===== src/rtl/cplx_addacc_pkg.sv =====
`timescale 1ns/1ps
package cplx_addacc_pkg;
  localparam int NUM_LANES = 2;
  localparam int OP_W      = 2;
  localparam int SCALE_W   = 3;

  typedef enum logic [OP_W-1:0] {
    OP_ADD  = 2'b00,
    OP_SUB  = 2'b01,
    OP_RSUB = 2'b10,
    OP_PASS = 2'b11
  } op_e;

  // lane 0 = real, lane 1 = imaginary
  typedef struct packed {
    op_e [NUM_LANES-1:0] laneOp;
    logic                clr;
    logic                fb;
    logic                dly;
    logic [SCALE_W-1:0]  shift;
  } strobe_t;
endpackage


===== src/rtl/cplx_addacc_ctrl.sv =====
`timescale 1ns/1ps
module cplx_addacc_ctrl
  import cplx_addacc_pkg::*;
#(
  parameter int GUARD_W = 4
) (
  input  logic               clk,
  input  logic               rst_n,
  input  logic [OP_W-1:0]    reOp,
  input  logic [OP_W-1:0]    imOp,
  input  logic               accClr,
  input  logic               fbSel,
  input  logic [SCALE_W-1:0] scaleSel,
  input  logic               dlySel,
  output strobe_t            strb
);
  localparam logic [SCALE_W-1:0] MAX_SHIFT = SCALE_W'(GUARD_W);

  logic [OP_W-1:0]    reOpQ, imOpQ;
  logic               clrQ, fbQ, dlyQ;
  logic [SCALE_W-1:0] scaleQ;

  always_ff @(posedge clk or negedge rst_n) begin
    if (!rst_n) begin
      reOpQ  <= '0;
      imOpQ  <= '0;
      clrQ   <= 1'b0;
      fbQ    <= 1'b0;
      dlyQ   <= 1'b0;
      scaleQ <= '0;
    end else begin
      reOpQ  <= reOp;
      imOpQ  <= imOp;
      clrQ   <= accClr;
      fbQ    <= fbSel;
      dlyQ   <= dlySel;
      scaleQ <= scaleSel;
    end
  end

  always_comb begin
    strb.laneOp[0] = op_e'(reOpQ);
    strb.laneOp[1] = op_e'(imOpQ);
    strb.clr       = clrQ;
    strb.fb        = fbQ;
    strb.dly       = dlyQ;
    strb.shift     = (scaleQ > MAX_SHIFT) ? MAX_SHIFT : scaleQ;
  end
endmodule


===== src/rtl/cplx_addacc_lane.sv =====
`timescale 1ns/1ps
module cplx_addacc_lane
  import cplx_addacc_pkg::*;
#(
  parameter int DATA_W  = 16,
  parameter int GUARD_W = 4
) (
  input  logic               clk,
  input  logic               rst_n,
  input  logic [DATA_W-1:0]  pOpnd,
  input  logic [DATA_W-1:0]  qOpnd,
  input  op_e                op,
  input  logic               fb,
  input  logic               clr,
  input  logic [SCALE_W-1:0] shift,
  output logic [DATA_W-1:0]  dataOut,
  output logic               ovfOut
);
  localparam int SUM_W = DATA_W + GUARD_W;
  localparam int EXT_W = SUM_W + 1;

  logic [SUM_W-1:0]        acc, pExt, qExt, qSel, nextAcc;
  logic [EXT_W-1:0]        pW, qW, rawW;
  logic signed [SUM_W-1:0] shifted;
  logic                    addOvf, fieldOvf;

  always_comb begin
    pExt = {{GUARD_W{pOpnd[DATA_W-1]}}, pOpnd};
    qExt = {{GUARD_W{qOpnd[DATA_W-1]}}, qOpnd};
    qSel = fb ? acc : qExt;
    pW   = {pExt[SUM_W-1], pExt};
    qW   = {qSel[SUM_W-1], qSel};
    case (op)
      OP_ADD:  rawW = pW + qW;
      OP_SUB:  rawW = pW - qW;
      OP_RSUB: rawW = qW - pW;
      default: rawW = pW;
    endcase
    if (clr) rawW = '0;
    nextAcc  = rawW[SUM_W-1:0];
    addOvf   = rawW[EXT_W-1] ^ rawW[SUM_W-1];
    shifted  = $signed(nextAcc) >>> shift;
    fieldOvf = (shifted != {{GUARD_W{shifted[DATA_W-1]}}, shifted[DATA_W-1:0]});
  end

  always_ff @(posedge clk or negedge rst_n) begin
    if (!rst_n) begin
      acc     <= '0;
      dataOut <= '0;
      ovfOut  <= 1'b0;
    end else begin
      acc     <= nextAcc;
      dataOut <= shifted[DATA_W-1:0];
      ovfOut  <= addOvf | fieldOvf;
    end
  end
endmodule


===== src/rtl/cplx_addacc_dp.sv =====
`timescale 1ns/1ps
module cplx_addacc_dp
  import cplx_addacc_pkg::*;
#(
  parameter int DATA_W  = 16,
  parameter int GUARD_W = 4
) (
  input  logic              clk,
  input  logic              rst_n,
  input  logic [DATA_W-1:0] aIn,
  input  logic [DATA_W-1:0] bIn,
  input  logic              aLoadN,
  input  logic              bLoadN,
  input  strobe_t           strb,
  output logic [DATA_W-1:0] reOut,
  output logic [DATA_W-1:0] imOut,
  output logic              ovf
);
  logic [DATA_W-1:0]    aReg, bReg, aDly;
  logic [DATA_W-1:0]    pOp     [NUM_LANES];
  logic [DATA_W-1:0]    qOp     [NUM_LANES];
  logic [DATA_W-1:0]    laneOut [NUM_LANES];
  logic [NUM_LANES-1:0] laneOvf;

  always_ff @(posedge clk or negedge rst_n) begin
    if (!rst_n) begin
      aReg <= '0;
      bReg <= '0;
      aDly <= '0;
    end else begin
      if (!aLoadN) aReg <= aIn;
      if (!bLoadN) bReg <= bIn;
      aDly <= aReg;
    end
  end

  always_comb begin
    pOp[0] = strb.dly ? aDly : aReg;
    qOp[0] = bReg;
    pOp[1] = bReg;
    qOp[1] = aReg;
  end

  for (genvar i = 0; i < NUM_LANES; i++) begin : g_lane
    cplx_addacc_lane #(.DATA_W(DATA_W), .GUARD_W(GUARD_W)) lane_i (
      .clk    (clk),
      .rst_n  (rst_n),
      .pOpnd  (pOp[i]),
      .qOpnd  (qOp[i]),
      .op     (strb.laneOp[i]),
      .fb     (strb.fb),
      .clr    (strb.clr),
      .shift  (strb.shift),
      .dataOut(laneOut[i]),
      .ovfOut (laneOvf[i])
    );
  end

  assign reOut = laneOut[0];
  assign imOut = laneOut[1];
  assign ovf   = |laneOvf;
endmodule


===== src/rtl/cplx_addacc.sv =====
`timescale 1ns/1ps
module cplx_addacc
  import cplx_addacc_pkg::*;
#(
  parameter int DATA_W  = 16,
  parameter int GUARD_W = 4
) (
  input  logic               clk,
  input  logic               rst_n,
  input  logic [DATA_W-1:0]  aIn,
  input  logic [DATA_W-1:0]  bIn,
  input  logic               aLoadN,
  input  logic               bLoadN,
  input  logic [OP_W-1:0]    reOp,
  input  logic [OP_W-1:0]    imOp,
  input  logic               accClr,
  input  logic               fbSel,
  input  logic [SCALE_W-1:0] scaleSel,
  input  logic               dlySel,
  output logic [DATA_W-1:0]  reOut,
  output logic [DATA_W-1:0]  imOut,
  output logic               ovf
);
  strobe_t strb;

  cplx_addacc_ctrl #(.GUARD_W(GUARD_W)) ctrl_i (
    .clk(clk), .rst_n(rst_n), .reOp(reOp), .imOp(imOp), .accClr(accClr),
    .fbSel(fbSel), .scaleSel(scaleSel), .dlySel(dlySel), .strb(strb)
  );

  cplx_addacc_dp #(.DATA_W(DATA_W), .GUARD_W(GUARD_W)) dp_i (
    .clk(clk), .rst_n(rst_n), .aIn(aIn), .bIn(bIn), .aLoadN(aLoadN),
    .bLoadN(bLoadN), .strb(strb), .reOut(reOut), .imOut(imOut), .ovf(ovf)
  );
endmodule


===== config.mk =====
export PLATFORM = sky130hd
export DESIGN_NAME = cplx_addacc
export DESIGN_NICKNAME = d
export VERILOG_FILES = /design/src/rtl/cplx_addacc_pkg.sv /design/src/rtl/cplx_addacc_ctrl.sv /design/src/rtl/cplx_addacc_lane.sv /design/src/rtl/cplx_addacc_dp.sv /design/src/rtl/cplx_addacc.sv
export SDC_FILE = /design/constraint.sdc
export NUM_CORES = 1
export LEC_CHECK = 0
export BUFFER_PORTS_ARGS = -buffer_cell sky130_fd_sc_hd__clkbuf_2
export CORE_ASPECT_RATIO = 1.5
export CORE_UTILIZATION = 45
export CTS_BUF_LIST = sky130_fd_sc_hd__clkbuf_8
export CTS_CLUSTER_DIAMETER = 80
export DETAILED_ROUTE_END_ITERATION = 8
export GPL_ROUTABILITY_DRIVEN = 0
export SLEW_MARGIN = 20
export SYNTH_ARGS = -nofsm -noshare
export SYNTH_HDL_FRONTEND = slang
export SYNTH_HIERARCHICAL = 1
export SYNTH_SLANG_ARGS = --single-unit
export TNS_END_PERCENT = 30

===== constraint.sdc =====
create_clock -name clk -period 6.6 [get_ports clk]
set_input_delay 0.33 -clock clk [delete_from_list [all_inputs] [get_ports clk]]
set_output_delay 0.33 -clock clk [all_outputs]
set_load 0.02 [all_outputs]

==> impl_metrics.tcl <==
set metrics [dict create \
    grt_pass1_vias 11409 \
    final_common_cell "dfrtp_1" \
    fmax_mhz 173 \
    clkPwrFrac_pct 16.8 \
    postPlaceCellArea_um2 13000 \
    setup_tns_ns 0 \
    powerDensity_nw_per_um2 306 \
    drive_above_1_share_pct 16.5 \
    drcViolationCount 0 \
    num_io_pins 79 \
    drt-initial-drc-count 722 \
    yosysTopAreaCell "dfrtp_1" \
    max-slew-margin-rel_pct 24.0 \
    syn_area_um2 12500 \
    area_growth_pct 8.33 \
    clkSinkCount 132 \
    post-dp-hpwl_mm 32.5 \
    final-hold-violation-count 0 \
    worstHoldStart "aIn[7]" \
    design.core.area_um2 27200 \
    p_sw_share_pct 46.2 \
    h-tree-depth 4 \
    syn_area_per_cell_um2 8.72 \
    cts_buffer_depth 2 \
    worst_setup_path_start_kind "flip-flop" \
    io_buffers 78 \
    p_leak_nw 6.19 \
    post-route-util_pct 49.7 \
    critPathRequiredTime_ns 6.98 \
    crit_chain "mux2_4 > nor4_1 > nor3b_1 > nor4b_1 > a21oi_1 > xnor2_1 > ha_1 > nand2_1 > o21ai_0 > mux2_2 > a311oi_1 > o211ai_1 > nor3_1 > o21ai_0 > o2111a_1 > a221oi_2" \
    tightest_slew_ns 1.14 \
    antenna_found_initial 0 \
    synth_edf_count 0 \
    p_seq_share_pct 25.6 \
    layout.nets 1615 \
    synthArstFlopShare_pct 100 \
    root_buffer "clkbuf_8" \
    skew_ns 0.0152 \
    p_switching_mw 1.91 \
    fin_crit_ns 5.79 \
    place_ws_ns 0.927 \
    worst_slack_ns 0.813 \
    ys_ff_latch 132 \
    clk_pin_slew_worst_paths_ns 0.08 \
    finalInstanceArea_um2 13500 \
    grt_pass1_wl_mm 63.1 \
    fill_cells 2749 \
    numCtsBuffers 17 \
    die_h_um 206 \
    cts_tree "yes" \
    drt_first_pass_iters 5 \
    grt_max_degree 78 \
    crit_slowest_cell "nor4b_1" \
    via_count 11429 \
    yosys.cell_types.count 106 \
    postSynthNetCount 1565 \
    dieArea_um2 28400 \
    fin_worst_hold_slack_ns 0.0874 \
    cap_viol_max_count 0 \
    slew_viol_final 0 \
    pwr-share-comb_pct 57.6 \
    ant_nets 0 \
    synthTopCellsByArea "dfrtp_1 (26%), ha_1 (8.2%), mux2i_1 (5.4%)" \
    end_kind "flip-flop" \
    status "completed" \
    die_w_um 138 \
    vias_per_cell 6.22 \
    finalSetupViolCount 0 \
    peakVddDrop_mv 0.158 \
    synthCells 1433 \
    rsz0062_at_grt "false" \
    insertion_delay_ns 0.47 \
    wl_per_cell_um 22.6 \
    track_usage_pct 29.3 \
    crit_path_start "ctrl_i/dlyQ" \
    most-common-layout-cells "dfrtp_1 (131), a21oi_1 (110), nand2_1 (104), nor2_1 (102), inv_1 (86)" \
    rows 74 \
    start_util_pct 45.9 \
    multiInputGateArea_um2 8420 \
    totalWireLength_mm 41.6 \
    synth_flop_cell "dfrtp_1" \
    post_cts_resized 0 \
    grt-ovfl-total 0 \
    synth.yosys.seq_area_share_pct 26.4 \
    min_period_over_period_pct 87.7 \
    cp_common_cell "o21ai_0" \
    min_path_type "input port to flip-flop" \
    cp.arrival_ns 6.17 \
    slowest_delay_ns 0.66 \
    worstReg2RegStart "ctrl_i/dlyQ" \
    cp_max_fo 10 \
    path_class "flip-flop to flip-flop" \
    p_int_mw 2.22 \
    ys_warn_count 6 \
    ff_latch_area_um2 3300 \
    num_antenna_cells 0 \
    synth_top_area_share_pct 26.4 \
]
cells in the mapped netlist, types with 9 or more instances:
master,n
and3_1,10
xnor2_1,41
buf_2,10
mux2_2,34
o31ai_1,9
a21o_1,25
nand3_1,23
nand2_1,104
mux2i_1,68
nor2b_1,20
nor2_1,102
or3_1,17
o21ai_0,73
clkbuf_1,40
nand2b_1,12
inv_1,85
mux2_4,31
o22ai_1,9
dfrtp_1,132
o211ai_1,33
a21oi_1,110
a211oi_1,25
o21ai_1,9
xor2_1,23
nor3_1,43
a31oi_1,16
o21a_1,23
ha_1,82
nand4_1,12
critical path: cells and delay by family, from the launching register on:
kind | cells | cell delay, ns
AO/OA/AOI/OAI | 7 | 1.74
AND/OR/NAND/NOR | 5 | 1.98
multiplexers | 2 | 0.76
XOR/XNOR | 1 | 0.19
flip-flops | 1 | 0.63
adder cells (fa/ha/maj) | 1 | 0.41
flip-flops by register name, indices dropped and copies added, names as in the netlist:
register and count:
ctrl_i/clrQ 1, dp_i/bReg 16, ctrl_i/scaleQ 3, ctrl_i/fbQ 1, ctrl_i/imOpQ 2, dp_i/aReg 16
dp_i/g_lane.lane_i/acc 40, ctrl_i/reOpQ 2, dp_i/g_lane.lane_i/dataOut 32, ctrl_i/dlyQ 1, dp_i/g_lane.lane_i/ovfOut 2, dp_i/aDly 16
power groups by stage:
stage,Sequential (mW),Combinational (mW),Clock [mW]
finish,1.06,2.38,0.696
global route,1.07,2.59,0.750
CTS,1.06,2.34,0.717
detailed placement,1.07,2.32,0
global placement,1.07,2.31,0
floorplan,1.08,1.69,0
cell type report:
type / instances / share of cell area [%]
multi-input cells: 1135 / 62.2
flip-flops and latches: 132 / 24.4
repair buffers: 106 / 4.69
well taps: 342 / 3.16
inverters: 91 / 2.52
clock buffers: 20 / 2.03
clock inverters: 12 / 0.971
through the flow:
step | power, mW | cells
6_report | 4.14 | 1838
5_1_grt | 4.41 | 1838
4_1_cts | 4.11 | 1838
3_5_place_dp | 3.39 | 1795
3_3_place_gp | 3.38 | 1795
2_1_floorplan | 2.77 | 1433
logic make-up after synthesis:
kind of cell | after synthesis | synth area share [%]
compound gates | 448 | 24.9
simple gates | 400 | 16.2
buf+inv | 166 | 6.25
mux | 137 | 13.0
flops | 132 | 26.4
fa+ha+maj | 86 | 8.85
xor+xnor | 64 | 4.49
layer usage:
metal	GRT usage, %	wire length, um	share of wire (%)	up-vias
met4	22.5	3220	7.7	0
met3	3.89	1350	3.2	155
met5	0	0	0	-
met1	29.5	15200	37	5535
li1	-	-	-	5405
met2	54.9	21800	52	334
path summary, 6_finish.rpt:
kind,endpoint,slack (ns),depth (start not counted)
worst max-delay path,dp_i/g_lane[0].lane_i/ovfOut,0.81,16
worst min-delay path,dp_i/aReg[7],0.09,2
worst max register to register,dp_i/g_lane[0].lane_i/ovfOut,0.81,16
worst min register to register,dp_i/aDly[5],0.45,0
max in group asynchronous,ctrl_i/fbQ,4.77,3
min in group asynchronous,dp_i/bReg[1],0.40,2
timing repair:
item,in CTS,in global routing
hold buffers,11,0
endpoints found under the setup margin,0,0
setup buffers,0,0
endpoints found under the hold margin,65,0
No activity file was read; power rests on OpenSTA's default activity.
